===== src/rtl/hostev_pkg.sv =====
package hostev_pkg;

  localparam int unsigned REG_W     = 8;
  localparam int unsigned NUM_FLAGS = 2;
  localparam int unsigned BIT_A20   = 7;
  localparam int unsigned BIT_RSTF  = 6;
  localparam int unsigned BIT_PDF   = 5;
  localparam int unsigned BIT_CTL   = 0;
  localparam int unsigned NUM_PINS  = NUM_FLAGS + 1;

  // Flag index 0: host reset event, index 1: power-down event
  function automatic int unsigned flag_pos(input int unsigned idx);
    return (idx == 0) ? BIT_RSTF : BIT_PDF;
  endfunction

  function automatic logic flag_bus_clearable(input int unsigned idx);
    return (idx == 1);
  endfunction

  // Set dominates any clear
  function automatic logic flag_next(input logic cur, input logic set_evt,
                                     input logic clr);
    return set_evt | (cur & ~clr);
  endfunction

  // Arm: established by a read of a set flag, removed by a set event,
  // by any clear and by any write
  function automatic logic arm_next(input logic arm, input logic cur,
                                    input logic set_evt, input logic clr,
                                    input logic wr, input logic rd);
    if (set_evt || clr || wr) return 1'b0;
    if (rd && cur) return 1'b1;
    return arm;
  endfunction

endpackage


===== src/rtl/hostev_sync.sv =====
module hostev_sync #(
  parameter int unsigned WIDTH  = 1,
  parameter int unsigned STAGES = 2,
  parameter logic [WIDTH-1:0] RESET_VAL = '1
) (
  input  logic             clk,
  input  logic             rst_n,
  input  logic [WIDTH-1:0] d,
  output logic [WIDTH-1:0] q
);

  logic [WIDTH-1:0] stg [STAGES];

  always_ff @(posedge clk or negedge rst_n) begin
    if (!rst_n) stg[0] <= RESET_VAL;
    else        stg[0] <= d;
  end

  for (genvar s = 1; s < STAGES; s++) begin : g_stage
    always_ff @(posedge clk or negedge rst_n) begin
      if (!rst_n) stg[s] <= RESET_VAL;
      else        stg[s] <= stg[s-1];
    end
  end

  assign q = stg[STAGES-1];

endmodule


===== src/rtl/hostev_fall_det.sv =====
module hostev_fall_det #(
  parameter int unsigned WIDTH = 1
) (
  input  logic             clk,
  input  logic             rst_n,
  input  logic [WIDTH-1:0] lvl,
  output logic [WIDTH-1:0] fall
);

  logic [WIDTH-1:0] prev_q;

  always_ff @(posedge clk or negedge rst_n) begin
    if (!rst_n) prev_q <= '1;
    else        prev_q <= lvl;
  end

  assign fall = prev_q & ~lvl;

endmodule


===== src/rtl/hostev_sticky_flag.sv =====
module hostev_sticky_flag (
  input  logic clk,
  input  logic rst_n,
  input  logic set_evt,
  input  logic bus_clr,
  input  logic rd_stb,
  input  logic wr_stb,
  input  logic wr_bit,
  output logic flag_q,
  output logic arm_q,
  output logic sw_clr
);

  import hostev_pkg::*;

  logic clr;

  assign sw_clr = wr_stb & ~wr_bit & arm_q;
  assign clr    = sw_clr | bus_clr;

  always_ff @(posedge clk or negedge rst_n) begin
    if (!rst_n) begin
      flag_q <= 1'b0;
      arm_q  <= 1'b0;
    end else begin
      flag_q <= flag_next(flag_q, set_evt, clr);
      arm_q  <= arm_next(arm_q, flag_q, set_evt, clr, wr_stb, rd_stb);
    end
  end

endmodule


===== src/rtl/hostev_status_reg.sv =====
module hostev_status_reg #(
  parameter int unsigned SYNC_STAGES = 2
) (
  input  logic       clk,
  input  logic       rst_n,
  input  logic       host_rst_n_pin,
  input  logic       host_pwrdn_n_pin,
  input  logic       host_a20_pin,
  input  logic       bus_hw_rst,
  input  logic       bus_sw_rst,
  input  logic       cpu_rd,
  input  logic       cpu_wr,
  input  logic [7:0] cpu_wdata,
  output logic [7:0] cpu_rdata,
  output logic       err_irq,
  output logic       ctl_out
);

  import hostev_pkg::*;

  logic [NUM_PINS-1:0]  pin_raw;
  logic [NUM_PINS-1:0]  pin_sync;
  logic [NUM_FLAGS-1:0] fall_evt;
  logic [NUM_FLAGS-1:0] flag_vec;
  logic [NUM_FLAGS-1:0] arm_vec;
  logic [NUM_FLAGS-1:0] sw_clr_vec;
  logic                 bus_clr_any;
  logic                 a20_sync;
  logic                 ctl_q;
  logic [3:0]           unused_wbits;

  assign pin_raw     = {host_a20_pin, host_pwrdn_n_pin, host_rst_n_pin};
  assign bus_clr_any = bus_hw_rst | bus_sw_rst;
  assign unused_wbits = cpu_wdata[4:1];

  hostev_sync #(
    .WIDTH    (NUM_PINS),
    .STAGES   (SYNC_STAGES),
    .RESET_VAL('1)
  ) i_sync (
    .clk  (clk),
    .rst_n(rst_n),
    .d    (pin_raw),
    .q    (pin_sync)
  );

  assign a20_sync = pin_sync[NUM_PINS-1];

  hostev_fall_det #(
    .WIDTH(NUM_FLAGS)
  ) i_fall (
    .clk  (clk),
    .rst_n(rst_n),
    .lvl  (pin_sync[NUM_FLAGS-1:0]),
    .fall (fall_evt)
  );

  for (genvar i = 0; i < NUM_FLAGS; i++) begin : g_flag
    localparam int unsigned POS = flag_pos(i);
    logic bus_clr_i;
    if (flag_bus_clearable(i)) begin : g_busclr
      assign bus_clr_i = bus_clr_any;
    end else begin : g_nobusclr
      assign bus_clr_i = 1'b0;
    end

    hostev_sticky_flag i_flag (
      .clk    (clk),
      .rst_n  (rst_n),
      .set_evt(fall_evt[i]),
      .bus_clr(bus_clr_i),
      .rd_stb (cpu_rd),
      .wr_stb (cpu_wr),
      .wr_bit (cpu_wdata[POS]),
      .flag_q (flag_vec[i]),
      .arm_q  (arm_vec[i]),
      .sw_clr (sw_clr_vec[i])
    );
  end

  always_ff @(posedge clk or negedge rst_n) begin
    if (!rst_n)      ctl_q <= 1'b0;
    else if (cpu_wr) ctl_q <= cpu_wdata[BIT_CTL];
  end

  always_comb begin
    cpu_rdata = '0;
    cpu_rdata[BIT_A20] = a20_sync;
    for (int unsigned i = 0; i < NUM_FLAGS; i++) begin
      cpu_rdata[flag_pos(i)] = flag_vec[i];
    end
    cpu_rdata[BIT_CTL] = ctl_q;
  end

  assign err_irq = |flag_vec;
  assign ctl_out = ctl_q;

endmodule


===== config.mk =====
export PLATFORM = sky130hd
export DESIGN_NAME = hostev_status_reg
export DESIGN_NICKNAME = d
export VERILOG_FILES = /design/src/rtl/hostev_pkg.sv /design/src/rtl/hostev_sync.sv /design/src/rtl/hostev_fall_det.sv /design/src/rtl/hostev_sticky_flag.sv /design/src/rtl/hostev_status_reg.sv
export SDC_FILE = /design/constraint.sdc
export NUM_CORES = 1
export LEC_CHECK = 0
export BUFFER_PORTS_ARGS = -buffer_cell sky130_fd_sc_hd__clkbuf_2
export CORE_ASPECT_RATIO = 0.9
export CORE_MARGIN = 4
export CORE_UTILIZATION = 28
export DETAILED_ROUTE_END_ITERATION = 7
export SYNTH_ARGS = -nofsm -noshare
export SYNTH_HDL_FRONTEND = slang
export SYNTH_SLANG_ARGS = --single-unit

===== constraint.sdc =====
create_clock -name clk -period 1.9 [get_ports clk]
set_input_delay 0.095 -clock clk [delete_from_list [all_inputs] [get_ports clk]]
set_output_delay 0.095 -clock clk [all_outputs]
set_load 0.02 [all_outputs]

Yosys cells after proc, flatten, opt, wreduce, memory -nomap -nowiden. Cells that the tools add are included.

Mux-type cells: 14. Bitwise operators: 16. Reduce and logical (&&, ||, !) cells: 9.

Operators by type and width (count): $mux W1 (14); $and A1 B1 Y1 (6); $logic_or A1 B1 Y1 (4); $not A1 Y1 (4); $or A1 B1 Y1 (4); $reduce_bool A2 Y1 (2); $and A2 B2 Y2 (1); $logic_and A1 B1 Y1 (2); $not A2 Y2 (1); $reduce_or A2 Y1 (1).

Bits in registers: 13. Input bits: 17. Output and inout port bits: 10. Logic and storage cells: 47.

Longest topological paths before layout. Gate-level depths: netlist of the first run.

Depth after elaboration: 10. Depth in mapped cells: 2. Mapped depth without buffers: 2.

Cells and area by module. Synthesis of the first run repeated with hierarchy kept, for this count alone.

Cell total of the unflattened synthesis: 37. Area, all modules: 529.3 sq um.

By module, submodules not included: hostev_sync (times used 1, cells an instance 9, area each 180.2 sq um, sequential area each 157.7 sq um); hostev_sticky_flag (times used 2, cells an instance 7, area each 87.6 sq um, sequential area each 50.0 sq um); hostev_status_reg (times used 1, cells an instance 10, area each 93.8 sq um, sequential area each 25.0 sq um); hostev_fall_det (times used 1, cells an instance 4, area each 80.1 sq um, sequential area each 52.6 sq um).

Worst setup path after synthesis of the first run. Ideal clock, no wire load.

Path kind: register -> register. Start point: register i_sync.stg, in the netlist i_sync.q[1]. End point: register g_flag[1].i_flag.arm_q. Arrival time: 0.774 ns. Data required time: 1.805 ns. Slack: 1.031 ns. Stages on the path, launching flop included: 3. Path buffers: 0. Period minus slack after synthesis: 0.869 ns. Cell sequence: dfstp_2 nor2b_1 nor4b_2.

Cells in the longest elaborated chain, start to end: 6. Elaborated cells on any way between the ends: 7. Classes of those cells: mux: 2; bitwise: 2; reduce/logical: 3.

Ends and longest elaborated chain: start: declaration (RTL line hostev_sync.sv:12) `logic [WIDTH-1:0] stg [STAGES];`; start signal: indexed assignment (RTL line hostev_sync.sv:22) `else stg[s] <= stg[s-1];`; $not A2 Y2 (*) (RTL line hostev_fall_det.sv:17) `assign fall = prev_q & ~lvl;`; $and A2 B2 Y2 (*) (RTL line hostev_fall_det.sv:17); $logic_or A1 B1 Y1 (*) (2 in a row) (RTL line hostev_pkg.sv:31) `if (set_evt || clr || wr) return 1'b0;`; $mux W1 (*) (RTL line hostev_pkg.sv:31); $mux W1 / $reduce_bool A2 Y1 (equally long branches); end signal: assignment (RTL line hostev_sticky_flag.sv:27) `arm_q <= arm_next(arm_q, flag_q, set_evt, clr, wr_stb, rd_stb);`; end: declaration (RTL line hostev_sticky_flag.sv:10) `output logic arm_q,`.

Every way passes the cells marked *; elsewhere a longest branch is shown, timed or not. A chain may end at the register's enable or synchronous reset.

Worst setup path after layout of the first run.
Start point: register g_flag[1].i_flag.flag_q. End point: output err_irq.

Cells in the longest elaborated chain, start to end: 1.

Ends and longest elaborated chain: start: declaration (RTL line hostev_sticky_flag.sv:9) `output logic flag_q,`; start signal: assignment (RTL line hostev_sticky_flag.sv:26) `flag_q <= flag_next(flag_q, set_evt, clr);`; $reduce_or A2 Y1 (RTL line hostev_status_reg.sv:95) `assign err_irq = |flag_vec;`; end: declaration (RTL line hostev_status_reg.sv:15) `output logic err_irq,`.

Every way passes these cells.

==> results of run 1 <==
## through the flow
| stage | setup slack, ns | power (W) | util [%] | instances |
|---|---|---|---|---|
| after floorplan | 1.03 | 0.000363 | - | 38 |
| after global placement | 0.978 | 0.000377 | 33.7 | 71 |
| after detailed placement | 0.959 | 0.000379 | 33.7 | 71 |
| after CTS | 0.648 | 0.000556 | 37.7 | 79 |
| after global routing | 0.602 | 0.000585 | 37.7 | 79 |
| final | 0.671 | 0.000542 | 37.7 | 79 |
## layout make-up
class                      count  area [µm²]
fill                         163        1040
sequential                    13         335
timing repair buffer          21         125
multi-input combinational     17         110
tap                           24        30.0
clock buffer                   4        26.3
## how the worst max path moves through the flow
stage	to	cells after the start
floorplan	g_flag[1].i_flag.arm_q	2
global placement	err_irq	2
detailed placement	err_irq	2
CTS	err_irq	2
global route	err_irq	2
finish	err_irq	2
## sequential cells by signal, indices dropped and copies added, names as in the netlist
name	flops
i_sync.q	3
i_sync.stg	3
g_flag.i_flag.arm_q	2
g_flag.i_flag.flag_q	2
i_fall.prev_q	2
ctl_out	1
## per-layer routing
| metal | vias to the layer above | global-route usage, % | wire length (µm) |
|---|---|---|---|
| met5 | - | 0 | 0 |
| met4 | 0 | 1.53 | 0 |
| met1 | 135 | 9.23 | 312 |
| met3 | 0 | 5.61 | 85 |
| li1 | 144 | - | - |
| met2 | 17 | 12.1 | 372 |
## critical path, stage by stage, from the launching register on
cell and delay (ns):
dfrtp_1 0.41, or2_2 0.30, clkbuf_2 0.16
## logic make-up after synthesis
family	Yosys count	synth area share, %
compound gates	4	5.32
buf+inv	8	12.2
simple gates	8	11.6
other cells	1	0.759
mux	1	2.28
flops	13	67.8
## placed cells by master, fill, tap and decap left out
cell type and instances:
a21o_1 1, clkbuf_1 1, dlygate4sd3_1 4, nor2b_1 2, or2_2 1, nor3_1 1, dfstp_2 8, mux2_2 1
clkbuf_2 17, nand3b_1 2, conb_1 4, dfrtp_1 5, clkbuf_4 3, nor4b_2 1, nor2_1 1, a21oi_1 2
a31o_1 1
## where the power goes
| group | internal, W | switching [W] | leakage (nW) |
|---|---|---|---|
| Sequential | 0.000300 | 0.00000827 | 0.145 |
| Combinational | 0.0000300 | 0.0000409 | 0.125 |
| Clock | 0.0000812 | 0.0000818 | 0.0150 |
| Total | 0.000411 | 0.000131 | 0.285 |
==> impl_metrics.toml, run 1 <==
[status]
status = "completed"

[routing]
first_pass_iters = 1
drt-total-wl_um = 770
detail-route-antenna-nets = 0
num_vias = 296
vias_per_cell = 3.75
routedWlPerCell_um = 9.75
drtIter0Drc = 0
drc = 0

[place]
hpwlAfterDp_um = 568
place_congestion = 0.625
io_buffers = 17
dpl-instance-area_um2 = 561

[clocking]
cts_tree = "done"
insertion_delay_ns = 0.27
clock_sinks = 13
clockBufferDepth = 2
cts_made_buffers = 3
cts.repair.resized = 0
htreeDepth = 1
path_clk_slew_ns = 0.07
ctsRootBufferMaster = "clkbuf_4"
cts_hold_buf = 4
post-cts-setup-buffer-count = 0

[layout]
area_delta_synth_final_pct = 26.8
layout-drive-gt1-share_pct = 56.4
n_antenna_cell = 0
stdcell_area_um2 = 627
nets = 73

[floorplanning]
row_count = 14
die_height_um = 47.9
initial_core_util_pct = 29.7
dieArea_um2 = 2500
io_pins = 27
fp.dieW_um = 52.3
coreArea_um2 = 1660

[timing]
tns_ns = 0
final_max_slew_viol_count = 0
max_freq_ghz = 0.814
period_needed_ns = 1.23
fin_crit_sh_pct = 64.7
setup_viol = 0
rsz0062_at_grt = "no"
hold_viol_final = 0
holdWs_ns = 0.0547
skew_ns = 0.00356

[yosys]
syn_area_um2 = 494
synth.top_cells.by_area = "dfstp_2 43%, dfrtp_1 25%, buf_4 12%"
ys_async_sr_fraction_pct = 100
synth_area_leader_cell = "dfstp_2"
synth_edf_count = 0
synth_warnings = 0
synth_area_per_cell_um2 = 14.1
synth_cell_types = 14
synth_flop_cell = "dfstp_2"
synth_seq_cells = 13
synthTopCellsByCount = "8 x buf_4, 8 x dfstp_2, 5 x dfrtp_1"
synth_top_area_share_pct = 42.5
yosysSeqAreaShare_pct = 67.8
syn_inst = 35

[critical_path]
r2r_cells = 2
crit_start = "g_flag[1].i_flag.flag_q"
worst-setup-path-type = "register to output pin"
r2r_start = "i_sync.q[1]"
worstPathRequired_ns = 1.80
timing.rr.end = "g_flag[1].i_flag.arm_q"
cp-start-kind = "register"
arrival_ns = 1.13
ff2ff_setup_slack_ns = 0.99
end_kind = "output pin"
critPathMaxFanout = 4

[min_path]
min_to = "ctl_out"
hp-start = "cpu_wdata[0]"
worstHoldPathCells = 2
hp-class = "input port to register"

[power]
power_density_nw_per_um2 = 865
max-vdd-ir-drop_uv = 497
power.leakage_nw = 0.285

[global_route]
antenna_found_initial = 0
grt_pass1_vias = 306
grt_overflow = 0
grt_max_degree = 14
grt_usage_pct = 7.92
grt_pass1_wl_um = 1350

[flow_run]
drv_cap = 0
No activity file was read; power rests on OpenSTA's default activity.
==> run 2, diff against run 1 <==
==> constraint.sdc (replaced) <==
create_clock -name clk -period 1.2 [get_ports clk]
set_input_delay 0.06 -clock clk [delete_from_list [all_inputs] [get_ports clk]]
set_output_delay 0.06 -clock clk [all_outputs]
set_load 0.02 [all_outputs]
==> run 2 against run 1 <==
Global-route usage grew 0.13 points. Total power grew 61%. Highest routed layer unchanged. Register-to-register slack lost 0.70 ns. Final area grew 5.4%. Largest cell class unchanged. Non-clock buffer count grew 3. Sequential power grew 58%. Clock power grew 58%. Combinational power grew 85%.
==> impl_metrics.toml, run 2 (synthesis results as in run 1) <==
[routing]
vias_per_cell = 3.77
first_pass_iters = 1
drc = 0
drtIter0Drc = 0
detail-route-antenna-nets = 0
num_vias = 309
routedWlPerCell_um = 9.87
drt-total-wl_um = 809

[critical_path]
arrival_ns = 1.03
r2r_start = "i_sync.q[1]"
crit_start = "g_flag[0].i_flag.flag_q"
end_kind = "output pin"
cpLargestDelayFamily = "flip-flops"
critPathMaxFanout = 3
worstPathRequired_ns = 1.14
cpMaxStageDelayCell = "dfrtp_1"
max_stage_delay_ns = 0.40
cp-start-kind = "register"
worst-setup-path-type = "register to output pin"
crit_chain = "or2_4 > buf_6"
crit_buf_inv = 1

[timing]
hold_viol_final = 0
fin_crit_sh_pct = 90.4
tns_ns = 0
finalWorstSetupSlack_ns = 0.115
setup_viol = 0
skew_ns = 0.00362
final_max_slew_viol_count = 0
period_needed_ns = 1.09
holdWs_ns = 0.0350
rsz0062_at_grt = "no"
max_freq_ghz = 0.922

[clocking]
path_clk_slew_ns = 0.07
clockBufferDepth = 2
cts_tree = "done"
clock_sinks = 13
htreeDepth = 1
ctsRootBufferMaster = "clkbuf_4"
cts_made_buffers = 3
insertion_delay_ns = 0.27

[floorplanning]
row_count = 14
coreArea_um2 = 1660
io_pins = 27
die_height_um = 47.9
fp.dieW_um = 52.3
dieArea_um2 = 2500
initial_core_util_pct = 29.7

[power]
p_total_w = 0.000875
power_density_nw_per_um2 = 1320
power.leakage_nw = 0.302
max-vdd-ir-drop_uv = 781

[layout]
final_common_cell = "clkbuf_2"
final_cell_mix = "16 x clkbuf_2, 8 x dfstp_2, 5 x dfrtp_1, 5 x dlygate4sd3_1, 4 x conb_1"
n_antenna_cell = 0
nets = 76
fin_util_pct = 39.7
layout-drive-gt1-share_pct = 56.9
area_delta_synth_final_pct = 33.7

[global_route]
grt_usage_pct = 8.06
grt_max_degree = 14
antenna_found_initial = 0
grt_pass1_vias = 313
grt_pass1_wl_um = 1370
grt_overflow = 0

[place]
dp_worst_setup_slack_ns = 0.289
place_congestion = 0.625
hpwlAfterDp_um = 568
io_buffers = 17

[min_path]
hp-class = "input port to register"
hp-start = "cpu_wr"

[status]
status = "completed"

[flow_run]
drv_cap = 0
-- run 2: path summary, 6_finish.rpt --
check	endpoint	slack [ns]	cells after the start
worst max-delay path	err_irq	0.11	2
worst min-delay path	g_flag[1].i_flag.arm_q	0.04	2
worst max register to register	g_flag[1].i_flag.arm_q	0.29	2
worst min register to register	i_sync.q[1]	0.36	0
max in group asynchronous	i_fall.prev_q[1]	0.69	2
min in group asynchronous	g_flag[1].i_flag.arm_q	0.22	2
-- run 2: metal layers --
layer	track usage, %	up-vias	share of wire, %
met5	0	-	0
met4	1.53	0	0
met3	5.61	0	11
met2	12.6	17	51
met1	9.23	143	38
li1	-	149	-
-- run 2: final cells by class --
class                   count  area, µm²
multi-input cells          17        113
well taps                  24       30.0
clock buffers               4       26.3
flip-flops and latches     13        335
repair buffers             24        156
fillers                   162       1000
-- run 2: timing repair --
item	in CTS	in global routing
endpoints found under the setup margin	1	1
hold buffers	4	1
buffers inserted	1	1
hold endpoints to repair	16	1
gates resized for setup	0	4
-- run 2: worst reg2reg max path: stages, from the launching register on --
cell and delay, ns:
dfstp_2 0.53, nor2b_1 0.06, nor4b_2 0.24
-- run 2: power breakdown --
part	internal, W	switching [W]
Sequential	0.000475	0.0000114
Combinational	0.0000615	0.0000698
Clock	0.000129	0.000129
-- run 2: per-stage QoR --
| step | std cells | cell area [µm²] |
|---|---|---|
| detailed placement | 71 | 561 |
| CTS | 80 | 634 |
| finish | 82 | 661 |
| global placement | 71 | 561 |
| floorplan | 38 | 505 |
| global route | 82 | 661 |
==> run 3, diff against run 2 <==
==> constraint.sdc (replaced) <==
create_clock -name clk -period 1 [get_ports clk]
set_input_delay 0.05 -clock clk [delete_from_list [all_inputs] [get_ports clk]]
set_output_delay 0.05 -clock clk [all_outputs]
set_load 0.02 [all_outputs]
==> run 3 against run 2 <==
The run now ends with setup timing left. Clock skew hardly changed. Routed wire length is 4.8% higher. Die area stayed put. Non-clock buffer count is 1 higher. Utilization is 2.3 points higher. Worst hold slack worse by 0.012 ns. Critical endpoint unchanged.
==> impl_metrics.toml, run 3 (synthesis results as in run 1) <==
[power]
power.leakage_nw = 0.317
swShare_pct = 24.0
power_density_nw_per_um2 = 1540
combPwrFrac_pct = 16.7
max-vdd-ir-drop_uv = 914
p_sw_w = 0.000258
power_frac_seq_pct = 54.4
p_total_w = 0.00107
clockPowerShare_pct = 28.9
internal-power_w = 0.000814

[clocking]
htreeDepth = 1
clockBufferDepth = 2
cts_made_buffers = 3
insertion_delay_ns = 0.27
cts_tree = "done"
path_clk_slew_ns = 0.07
ctsRootBufferMaster = "clkbuf_4"
clock_sinks = 13

[critical_path]
max_stage_delay_ns = 0.38
cpMaxStageDelayCell = "dfrtp_1"
r2r_start = "g_flag[1].i_flag.flag_q"
crit_buf_inv = 1
ff2ff_setup_slack_ns = 0.09
end_kind = "output pin"
cp-start-kind = "register"
crit_chain = "or2_4 > buf_8"
timing.rr.end = "g_flag[1].i_flag.arm_q"
worst-setup-path-type = "register to output pin"
r2r_cells = 4
worstPathRequired_ns = 0.95
arrival_ns = 1.03
cpLargestDelayFamily = "flip-flops"
critPathMaxFanout = 2

[floorplanning]
die_height_um = 47.9
io_pins = 27
fp.dieW_um = 52.3
initial_core_util_pct = 29.7
row_count = 14
coreArea_um2 = 1660
dieArea_um2 = 2500

[routing]
drc = 0
num_vias = 308
drtIter0Drc = 0
drt-total-wl_um = 848
vias_per_cell = 3.71
routedWlPerCell_um = 10.2
first_pass_iters = 1
detail-route-antenna-nets = 0

[place]
hpwlAfterDp_um = 568
dp_worst_setup_slack_ns = 0.0889
io_buffers = 17
place_congestion = 0.625

[layout]
n_antenna_cell = 0
final_common_cell = "clkbuf_2"
layout-drive-gt1-share_pct = 61.0
nets = 77
fin_util_pct = 42.0
area_delta_synth_final_pct = 41.3
final_cell_mix = "14 x clkbuf_2, 8 x dfstp_2, 5 x dfrtp_1, 5 x dlygate4sd3_1, 4 x conb_1"

[status]
status = "finished, violations left"
violations = "setup timing"

[timing]
finalWorstSetupSlack_ns = -0.0764
final_max_slew_viol_count = 0
skew_ns = 0.00410
tns_ns = -0.138
period_needed_ns = 1.08
hold_viol_final = 0
rsz0062_at_grt = "yes"
holdWs_ns = 0.0231
fin_crit_sh_pct = 108
setup_viol = 2
max_freq_ghz = 0.929

[global_route]
grt_pass1_wl_um = 1480
grt_overflow = 0
grt_pass1_vias = 346
antenna_found_initial = 0
grt_max_degree = 14
grt_usage_pct = 8.60

[min_path]
min_to = "g_flag[1].i_flag.arm_q"
hp-class = "input port to register"
hp-start = "cpu_wr"
worstHoldPathCells = 2

[flow_run]
drv_cap = 0
==> run 3: changes by cell type in the layout (fill, tap and decap cells not counted) <==
cell,delta
clkbuf_2,-2
a21oi_1,-1
buf_6,+1
buf_8,+2
a21oi_2,+1
nor2b_2,+1
nor2b_1,-1
==> run 3: timing repair <==
item | CTS | global route
pin swaps | 0 | 0
setup buffers | 2 | 1
hold buffers | 5 | 0
gates resized for setup | 5 | 8
hold endpoints to repair | 17 | 0
endpoints found under the setup margin | 2 | 5
==> run 3: worst max path at each step <==
stage	from	end	slack, ns	depth (start not counted)
6_report	g_flag[1].i_flag.flag_q	err_irq	-0.08	2
5_1_grt	g_flag[1].i_flag.flag_q	err_irq	-0.14	2
4_1_cts	g_flag[1].i_flag.flag_q	err_irq	-0.10	2
3_5_place_dp	i_sync.q[1]	g_flag[1].i_flag.arm_q	0.09	2
3_3_place_gp	i_sync.q[1]	g_flag[1].i_flag.arm_q	0.11	2
2_1_floorplan	i_sync.q[1]	g_flag[1].i_flag.arm_q	0.13	2
==> run 3: layer usage <==
layer  vias up  wire length (µm)  GRT usage, %
met5         -                 0             0
met1       141               331          9.23
met4         0                 0          1.53
li1        150                 -             -
met3         0                85          5.92
met2        17               431          14.4
==> run 3: area by class of cell <==
class / count / area (µm²)
fill: 158 / 966
timing repair buffer: 25 / 188
multi-input combinational: 17 / 119
clock buffer: 4 / 26.3
sequential: 13 / 335
tap: 24 / 30.0
==> run 3: power by group through the flow <==
| stage | clock [W] | combinational (W) | sequential (W) |
|---|---|---|---|
| final | 0.000309 | 0.000179 | 0.000584 |
| after global routing | 0.000371 | 0.000196 | 0.000590 |
| after CTS | 0.000334 | 0.000164 | 0.000583 |
| after detailed placement | 0 | 0.000124 | 0.000595 |
| after global placement | 0 | 0.000122 | 0.000594 |
| after floorplan | 0 | 0.0000928 | 0.000596 |
==> run 3: stage by stage <==
step | area, µm² | instances
after floorplan | 505 | 38
after global placement | 561 | 71
after detailed placement | 561 | 71
after CTS | 672 | 82
after global routing | 698 | 83
final | 698 | 83
